===== config.mk =====
export PLATFORM = sky130hd
export DESIGN_NAME = bus_tenure_tracker
export DESIGN_NICKNAME = d
export VERILOG_FILES = /design/src/rtl/bus_tenure_pkg.sv /design/src/rtl/bus_tenure_addr_ctrl.sv /design/src/rtl/bus_tenure_data_q.sv /design/src/rtl/bus_tenure_tracker.sv
export SDC_FILE = /design/constraint.sdc
export NUM_CORES = 1
export LEC_CHECK = 0
export ABC_CLOCK_PERIOD_IN_PS = 2050
export BUFFER_PORTS_ARGS = -buffer_cell sky130_fd_sc_hd__buf_2
export CAP_MARGIN = 20
export CELL_PAD_IN_SITES_DETAIL_PLACEMENT = 1
export CELL_PAD_IN_SITES_GLOBAL_PLACEMENT = 1
export CORE_ASPECT_RATIO = 1.4
export CORE_MARGIN = 8
export CORE_UTILIZATION = 35
export DETAILED_ROUTE_END_ITERATION = 10
export PLACE_DENSITY_LB_ADDON = 0.1
export SLEW_MARGIN = 20
export SYNTH_ARGS = -nofsm -noshare
export SYNTH_HDL_FRONTEND = slang
export SYNTH_SLANG_ARGS = --single-unit
export TNS_END_PERCENT = 50

===== constraint.sdc =====
create_clock -name clk -period 2.05 [get_ports clk]
set_input_delay 0.5125 -clock clk [delete_from_list [all_inputs] [get_ports clk]]
set_output_delay 0.5125 -clock clk [all_outputs]
set_load 0.02 [all_outputs]

===== src/rtl/bus_tenure_pkg.sv =====
package bus_tenure_pkg;

  typedef enum logic [1:0] {
    A_IDLE = 2'd0,
    A_REQ  = 2'd1,
    A_ADDR = 2'd2
  } addr_state_e;

  // single-beat byte counts the bus can carry
  function automatic logic bytes_legal(input logic [3:0] b);
    logic ok;
    case (b)
      4'd1, 4'd2, 4'd3, 4'd4, 4'd8: ok = 1'b1;
      default:                      ok = 1'b0;
    endcase
    return ok;
  endfunction

endpackage


===== src/rtl/bus_tenure_addr_ctrl.sv =====
module bus_tenure_addr_ctrl
  import bus_tenure_pkg::*;
#(
  parameter int AW          = 32,
  parameter int TAGW        = 4,
  parameter int SZW         = 6,
  parameter int BURST_BYTES = 32
) (
  input  logic            clk,
  input  logic            rst_n,
  input  logic            req_valid,
  output logic            req_ready,
  input  logic [AW-1:0]   req_addr,
  input  logic [3:0]      req_bytes,
  input  logic            req_burst,
  input  logic [TAGW-1:0] req_tag,
  input  logic            room,
  input  logic            bg_i,
  output logic            br_o,
  output logic            abus_valid,
  output logic [AW-1:0]   abus_addr,
  output logic [SZW-1:0]  abus_bytes,
  output logic            abus_burst,
  input  logic            aack_i,
  output logic            push,
  output logic [TAGW-1:0] push_tag,
  output logic            push_burst
);

  addr_state_e     state_q, state_d;
  logic [AW-1:0]   addr_q;
  logic [3:0]      bytes_q;
  logic            burst_q;
  logic [TAGW-1:0] tag_q;
  logic            accept;
  logic            legal;

  assign req_ready = (state_q == A_IDLE) && room;
  assign accept    = req_valid && req_ready;
  assign legal     = req_burst || bytes_legal(req_bytes);

  always_comb begin
    state_d = state_q;
    case (state_q)
      A_IDLE: begin
        if (accept && legal) state_d = bg_i ? A_ADDR : A_REQ;
      end
      A_REQ: begin
        if (bg_i) state_d = A_ADDR;
      end
      A_ADDR: begin
        if (aack_i) state_d = A_IDLE;
      end
      default: state_d = A_IDLE;
    endcase
  end

  always_ff @(posedge clk) begin
    if (!rst_n) begin
      state_q <= A_IDLE;
      addr_q  <= '0;
      bytes_q <= '0;
      burst_q <= 1'b0;
      tag_q   <= '0;
    end else begin
      state_q <= state_d;
      if (accept) begin
        addr_q  <= req_addr;
        bytes_q <= req_bytes;
        burst_q <= req_burst;
        tag_q   <= req_tag;
      end
    end
  end

  assign br_o       = (state_q == A_REQ);
  assign abus_valid = (state_q == A_ADDR);
  assign abus_addr  = addr_q;
  assign abus_burst = burst_q;
  assign abus_bytes = burst_q ? SZW'(BURST_BYTES) : SZW'(bytes_q);

  assign push       = (state_q == A_ADDR) && aack_i;
  assign push_tag   = tag_q;
  assign push_burst = burst_q;

endmodule


===== src/rtl/bus_tenure_data_q.sv =====
module bus_tenure_data_q #(
  parameter int TAGW        = 4,
  parameter int DEPTH       = 2,
  parameter int BURST_BEATS = 4,
  parameter int CW          = $clog2(DEPTH + 1)
) (
  input  logic            clk,
  input  logic            rst_n,
  input  logic            push,
  input  logic [TAGW-1:0] push_tag,
  input  logic            push_burst,
  input  logic            dack_i,
  output logic [CW-1:0]   count,
  output logic            done_valid,
  output logic [TAGW-1:0] done_tag,
  output logic            done_burst
);

  localparam int PW  = (DEPTH > 1) ? $clog2(DEPTH) : 1;
  localparam int BCW = (BURST_BEATS > 1) ? $clog2(BURST_BEATS) : 1;

  logic [PW-1:0]   wr_ptr, rd_ptr;
  logic [CW-1:0]   count_q;
  logic [BCW-1:0]  beat_q;
  logic [TAGW-1:0] slot_tag   [DEPTH];
  logic            slot_burst [DEPTH];
  logic            head_burst;
  logic            beat_hit;
  logic            pop;

  // one storage slot per outstanding transfer
  for (genvar i = 0; i < DEPTH; i++) begin : g_slot
    logic [TAGW-1:0] tag_q;
    logic            burst_q;
    always_ff @(posedge clk) begin
      if (!rst_n) begin
        tag_q   <= '0;
        burst_q <= 1'b0;
      end else if (push && (wr_ptr == PW'(i))) begin
        tag_q   <= push_tag;
        burst_q <= push_burst;
      end
    end
    assign slot_tag[i]   = tag_q;
    assign slot_burst[i] = burst_q;
  end

  assign head_burst = slot_burst[rd_ptr];
  assign beat_hit   = dack_i && (count_q != '0);
  assign pop        = beat_hit && (!head_burst || (beat_q == BCW'(BURST_BEATS - 1)));

  function automatic logic [PW-1:0] ptr_next(input logic [PW-1:0] p);
    return (p == PW'(DEPTH - 1)) ? '0 : p + 1'b1;
  endfunction

  always_ff @(posedge clk) begin
    if (!rst_n) begin
      wr_ptr     <= '0;
      rd_ptr     <= '0;
      count_q    <= '0;
      beat_q     <= '0;
      done_valid <= 1'b0;
      done_tag   <= '0;
      done_burst <= 1'b0;
    end else begin
      if (push) wr_ptr <= ptr_next(wr_ptr);
      if (pop)  rd_ptr <= ptr_next(rd_ptr);
      case ({push, pop})
        2'b10:   count_q <= count_q + 1'b1;
        2'b01:   count_q <= count_q - 1'b1;
        default: count_q <= count_q;
      endcase
      if (beat_hit) beat_q <= pop ? '0 : beat_q + 1'b1;
      done_valid <= pop;
      if (pop) begin
        done_tag   <= slot_tag[rd_ptr];
        done_burst <= head_burst;
      end
    end
  end

  assign count = count_q;

endmodule


===== src/rtl/bus_tenure_tracker.sv =====
module bus_tenure_tracker #(
  parameter int AW          = 32,
  parameter int TAGW        = 4,
  parameter int MAX_OUT     = 2,
  parameter int BURST_BEATS = 4,
  parameter int BEAT_BYTES  = 8
) (
  input  logic            clk,
  input  logic            rst_n,
  input  logic            req_valid,
  output logic            req_ready,
  input  logic [AW-1:0]   req_addr,
  input  logic [3:0]      req_bytes,
  input  logic            req_burst,
  input  logic [TAGW-1:0] req_tag,
  output logic            br_o,
  input  logic            bg_i,
  output logic            abus_valid,
  output logic [AW-1:0]   abus_addr,
  output logic [5:0]      abus_bytes,
  output logic            abus_burst,
  input  logic            aack_i,
  input  logic            dack_i,
  output logic            done_valid,
  output logic [TAGW-1:0] done_tag,
  output logic            done_burst
);

  localparam int BURST_BYTES = BURST_BEATS * BEAT_BYTES;
  localparam int SZW         = 6;
  localparam int CW          = $clog2(MAX_OUT + 1);

  logic [CW-1:0]   q_count;
  logic            room;
  logic            push;
  logic [TAGW-1:0] push_tag;
  logic            push_burst;

  assign room = (q_count < CW'(MAX_OUT));

  bus_tenure_addr_ctrl #(
    .AW(AW), .TAGW(TAGW), .SZW(SZW), .BURST_BYTES(BURST_BYTES)
  ) u_addr (
    .clk(clk), .rst_n(rst_n),
    .req_valid(req_valid), .req_ready(req_ready),
    .req_addr(req_addr), .req_bytes(req_bytes),
    .req_burst(req_burst), .req_tag(req_tag),
    .room(room), .bg_i(bg_i), .br_o(br_o),
    .abus_valid(abus_valid), .abus_addr(abus_addr),
    .abus_bytes(abus_bytes), .abus_burst(abus_burst),
    .aack_i(aack_i),
    .push(push), .push_tag(push_tag), .push_burst(push_burst)
  );

  bus_tenure_data_q #(
    .TAGW(TAGW), .DEPTH(MAX_OUT), .BURST_BEATS(BURST_BEATS), .CW(CW)
  ) u_data (
    .clk(clk), .rst_n(rst_n),
    .push(push), .push_tag(push_tag), .push_burst(push_burst),
    .dack_i(dack_i), .count(q_count),
    .done_valid(done_valid), .done_tag(done_tag), .done_burst(done_burst)
  );

endmodule


=== Yosys cells after proc, flatten, opt, wreduce, memory -nomap -nowiden ===
Cells that the tools add are included.

* Add/sub/neg operators: 5
* Magnitude comparators: 2
* Bitwise logic cells: 2
* Equality and inequality tests: 13
* Muxes and demuxes: 17
* Reduce and logical (&&, ||, !) cells: 16

{| class="wikitable"
|+ Operators with widths
! operator !! number
|-
| $mux 4 || 3
|-
| $mux 2 || 5
|-
| $eq 4x2->1 const B || 2
|-
| $logic_and 1x1->1 || 8
|-
| $eq 2x2->1 const B || 3
|-
| $mux 1 || 6
|-
| $mux 6 || 1
|-
| $pmux 2 s3 || 1
|-
| $reduce_or 5->1 || 1
|-
| $add 2x1->2 const B || 2
|-
| $eq 2x1->1 const B || 2
|-
| $eq 4x1->1 const B || 1
|-
| $eq 4x3->1 const B || 1
|-
| $eq 4x4->1 const B || 1
|-
| $ne 2x1->1 const B || 2
|-
| $pmux 2 s2 || 1
|-
| $reduce_bool 2->1 || 2
|-
| $reduce_and 3->1 || 1
|-
| $add 1x1->1 const B || 2
|-
| $ge 2x2->1 const B || 1
|-
| $logic_not 2->1 || 1
|-
| $logic_or 1x1->1 || 2
|-
| $lt 2x2->1 const B || 1
|-
| $ne 2x2->1 const B || 1
|-
| other kinds (4) || 4
|}

* Register bits: 65
* Output and inout port bits: 48
* Bits of input ports: 47

=== Depth between registers and ports, before layout ===
* Depth in word-level cells: 9
* Depth in mapped cells: 8

=== By module ===
A second synthesis with hierarchy kept.

* Cell total of the unflattened synthesis: 306
* Area total of the unflattened synthesis: 2,906.5 um^2

{| class="wikitable"
|+ Modules (own cells, without submodules)
! module !! cells each !! area each (um^2) !! seq. area each (um^2) !! instances
|-
| bus_tenure_addr_ctrl || 209 || 1,966.9 || 860.8 || 1
|-
| bus_tenure_data_q || 96 || 935.9 || 440.4 || 1
|-
| bus_tenure_tracker || 1 || 3.8 || 0.0 || 1
|}

=== Least setup slack after synthesis ===
No wires, ideal clock.

* Kind: reg-to-reg
* Start point: register u_data.rd_ptr
* End point: register u_data.count_q[1] (netlist: u_data.count[1])
* Setup slack: 197 ps
* Required time: 1,980 ps
* Arrival: 1,783 ps
* Cell stages (with the launch flop): 8
* Setup time: 70 ps
* Cells stage by stage: dfxtp_1 -> buf_6 -> mux2_4 -> a21oi_4 -> buf_6 -> ha_1 -> or3_1 -> a21oi_1

* Cells in the longest elaborated chain, start to end: 9
* Elaborated cells on any way between the ends: 11
* Those cells by class: 2 x eq/ne; 4 x mux; 1 x bitwise; 4 x reduce/logical

{| class="wikitable"
|+ RTL lines
! element !! line !! source
|-
| from (decl) || bus_tenure_data_q.sv:22 || <nowiki>logic [PW-1:0] wr_ptr, rd_ptr;</nowiki>
|-
| from (signal assigned) || bus_tenure_data_q.sv:67 || <nowiki>if (pop) rd_ptr <= ptr_next(rd_ptr);</nowiki>
|-
| $not 1->2 (not written as such) * || bus_tenure_data_q.sv:48 || <nowiki>assign head_burst = slot_burst[rd_ptr];</nowiki>
|-
| $mux 1 (not written as such) * (3 in a row) || bus_tenure_data_q.sv:48 ||
|-
| $logic_not 1->1 * || bus_tenure_data_q.sv:50 || <nowiki>assign pop = beat_hit && (!head_burst || (beat_q == BCW'(BURST_BEATS - 1)));</nowiki>
|-
| $logic_or 1x1->1 * || bus_tenure_data_q.sv:50 ||
|-
| $logic_and 1x1->1 * || bus_tenure_data_q.sv:50 ||
|-
| named net u_data.pop || bus_tenure_data_q.sv:29 || <nowiki>logic pop;</nowiki>
|-
| $eq 2x1->1 / $eq 2x2->1 (equally long branches) || bus_tenure_data_q.sv:68 || <nowiki>case ({push, pop})</nowiki>
|-
| $pmux 2 s2 / $reduce_bool 2->1 (equally long branches) || n/a ||
|-
| to (signal assigned) || bus_tenure_data_q.sv:69 || <nowiki>2'b10: count_q <= count_q + 1'b1;</nowiki>
|-
| to (signal assigned) || bus_tenure_data_q.sv:70 || <nowiki>2'b01: count_q <= count_q - 1'b1;</nowiki>
|-
| to (signal assigned) || bus_tenure_data_q.sv:71 || <nowiki>default: count_q <= count_q;</nowiki>
|-
| to (decl) || bus_tenure_data_q.sv:23 || <nowiki>logic [CW-1:0] count_q;</nowiki>
|}

Mark *: on every way through the listed nets, which the timed path passes. The rest lies on a longest branch. The select of a mux whose other input is x is not followed.
A chain may end at the register's enable or synchronous reset.

=== Worst setup path after layout ===
* Start point: register u_addr.state_q[0]
* End point: output req_ready

* Cells in the longest elaborated chain, start to end: 2

{| class="wikitable"
|+ RTL lines
! element !! line !! source
|-
| from (decl) || bus_tenure_addr_ctrl.sv:30 || <nowiki>addr_state_e state_q, state_d;</nowiki>
|-
| from (signal assigned) || bus_tenure_addr_ctrl.sv:66 || <nowiki>state_q <= state_d;</nowiki>
|-
| $logic_not 2->1 || bus_tenure_addr_ctrl.sv:38 || <nowiki>assign req_ready = (state_q == A_IDLE) && room;</nowiki>
|-
| $logic_and 1x1->1 || bus_tenure_addr_ctrl.sv:38 ||
|-
| to (decl) || bus_tenure_tracker.sv:11 || <nowiki>output logic req_ready,</nowiki>
|}

Every way passes these cells.

==> impl_metrics.yaml <==
run_status:
  status: "completed"
layout:
  drive_gt1_share_pct: 32.38
  final_nets: 430
  layout_commonest_cell: "buf_2"
  final_util_pct: 46.45
  area_growth_pct: 29.15
  diodes: 0
  finalNonFillerCells: 481
  mostFrequentLayoutCells: "93 x buf_2, 83 x nand2_1, 65 x dfxtp_1, 44 x a21oi_1, 23 x nor2_1"
  final_design_area_no_fill_um2: 3243
power:
  p_int_mw: 2.072
  vdd_ir_drop_max_v: 0.0004207
  clockPowerShare_pct: 36.0
  power.share.switching_pct: 27.19
  p_comb_share_pct: 15.5
  p_sw_uw: 773.7
  cellPowerDensity_nw_per_um2: 877.4
  seq_power_share_pct: 48.5
  p_leak_nw: 1.489
timing:
  final-setup-viol-count: 0
  finClkSkew_ns: 0.005641
  finalSetupTns_ns: 0
  rsz0062_at_grt: "false"
  period_share_pct: 84.83
  maxSlewViolCount: 0
  fmax_mhz: 575.0
  period_needed_ns: 1.739
  finalHoldViolCount: 0
clock_tree:
  htree_levels: 3
  cts.sinks: 65
  cts_resized: 0
  ctsLongestPathBuffers: 2
  hold_buffers: 0
  clock_latency_ns: 0.33
  root_buffer: "clkbuf_8"
  cts_setup_buffers: 0
  cts_buffers: 9
  cts_tree: "done"
  clk_pin_slew_ns: 0.07
global_route:
  antenna_found_initial: 1
  met3_usage_pct: 5.211
  grt_pass1_vias: 2356
  grt_pass1_wl_um: 11190
  grtUsageMet1_pct: 14.17
  grt_overflow: 0
  busiest_layer: "met2"
  grt_max_degree: 60
  grt_usage_pct: 14.31
  met2_usage_pct: 24.90
synthesis:
  synthCells: 289
  synth_top_area_cell: "dfxtp_1"
  synth_area_per_cell_um2: 8.689
  ys_warn_count: 0
  syn-num-nets: 338
  ys_seq_area_share_pct: 51.82
  ys_ff_latch: 65
  netlist.area_leader.share_pct: 51.82
  synth_area_leaders: "dfxtp_1 52%, nand2_1 12%, a21oi_1 8.8%, mux2i_1 6.0%, nor2_1 3.4%"
  synth.distinct_cells: 36
  netlist_area_um2: 2511
detailed_routing:
  routed_wl_um: 6742
  routed_via_density: 4.584
  drtPass1Iterations: 4
  via_count: 2205
  drt_iter0_drc: 72
  wl_per_cell_um: 14.02
  drc_errors: 0
  ant_nets: 0
setup_path:
  cp_data_arrival_time_ns: 1.23
  critPathRequiredTime_ns: 1.54
  crit_path_start_kind: "flop"
  crit_type: "reg2out"
  critPathMaxFanout: 7
  r2r_slack_ns: 0.38
  end_kind: "output pin"
die:
  die-height_um: 116.2
  fp.coreArea_um2: 6982
  dieWidth_um: 87.59
  fp-row-count: 36
  ioPinCount: 95
  initial_core_util_pct: 35.97
  dieArea_um2: 10180
placed_design:
  dp.cells: 465
  dp_hpwl_um: 5037
  portBuffers: 93
  gp_congestion: 0.7085
  place_area_um2: 3050
job:
  cap_violations: 0
min_path:
  hold_class: "in2reg"
[critical path: stages (launching register included)]
cell	delay [ns]
dfxtp_1	0.37
nor3_2	0.30
buf_2	0.22
[area by class of cell]
class                           instances  area [µm²]
Fill cell                             872        3739
Sequential cell                        65        1301
Tap cell                               95       118.9
Clock inverter                          2       10.01
Inverter                                2       7.507
Timing Repair Buffer                  100       530.5
Multi-Input combinational cell        203        1092
Clock buffer                           14       182.7
[stage by stage]
stage	hold slack, ns	total power, mW	worst slack (ns)
after floorplan	0.4318	1.696	0.1969
after global placement	0.4380	1.853	0.3503
after detailed placement	0.4424	1.864	0.3185
after CTS	0.3867	2.906	0.2780
after global routing	0.3985	3.011	0.2522
final	0.4075	2.846	0.3110
[path summary, 6_finish.rpt]
path	cells past startpoint	from	to
worst min-delay path	3	req_addr[6]	u_addr.abus_addr[6]
worst min register to register	2	u_addr.bytes_q[3]	u_addr.bytes_q[3]
worst max register to register	5	u_data.rd_ptr	u_data.count[1]
worst max-delay path	2	u_addr.state_q[0]	req_ready
[per-layer routing]
layer	wire length, µm	vias up
met5	13	-
met4	131	2
met3	494	11
met2	3473	54
met1	2629	1006
li1	-	1132
[power groups by stage]
stage / sequential (mW) / combinational, mW / clock, mW
global placement: 1.40 / 0.448 / 0
floorplan: 1.47 / 0.227 / 0
detailed placement: 1.41 / 0.455 / 0
CTS: 1.38 / 0.456 / 1.07
finish: 1.38 / 0.442 / 1.02
global route: 1.39 / 0.493 / 1.13
[state kept, by name (all words and copies together), names as in the netlist]
| signal | flops |
|---|---|
| u_addr.abus_addr | 32 |
| u_data.g_slot.tag_q | 8 |
| u_addr.bytes_q | 4 |
| u_addr.push_tag | 4 |
| u_data.done_tag | 4 |
| u_addr.state_q | 2 |
| u_data.beat_q | 2 |
| u_data.count | 2 |
| u_data.g_slot.burst_q | 2 |
| u_addr.abus_burst | 1 |
| u_data.done_burst | 1 |
| u_data.done_valid | 1 |
| u_data.rd_ptr | 1 |
| u_data.wr_ptr | 1 |
[cell usage after synthesis (all sizes together)]
cell	instances
mux2	2
xnor2	3
a211oi	4
ha	2
nand3	1
nor3	3
nor2	24
o21ai	2
xor2	2
nor4	1
o221a	1
conb	1
nand3b	1
dfxtp	65
nor2b	6
o311a	1
or3	1
clkbuf	10
clkinv	1
o31a	1
buf	9
inv	1
nor4b	1
nand2	83
o211a	1
a21oi	45
and2	2
mux2i	15
[kinds of logic (layout without fill, tap and decap cells)]
group / Yosys count / count (layout) / synth area share, %
buffers and inverters: 21 / 118 / 4.683
AO/OA/AOI/OAI: 55 / 55 / 13.35
XOR/XNOR: 5 / 5 / 1.744
other: 1 / 1 / 0.1493
AND/OR/NAND/NOR: 123 / 123 / 20.23
flip-flops: 65 / 65 / 51.82
adder cells (fa/ha/maj): 2 / 2 / 0.9964
multiplexers: 17 / 17 / 7.025
Power figures use the tool's default switching activity.
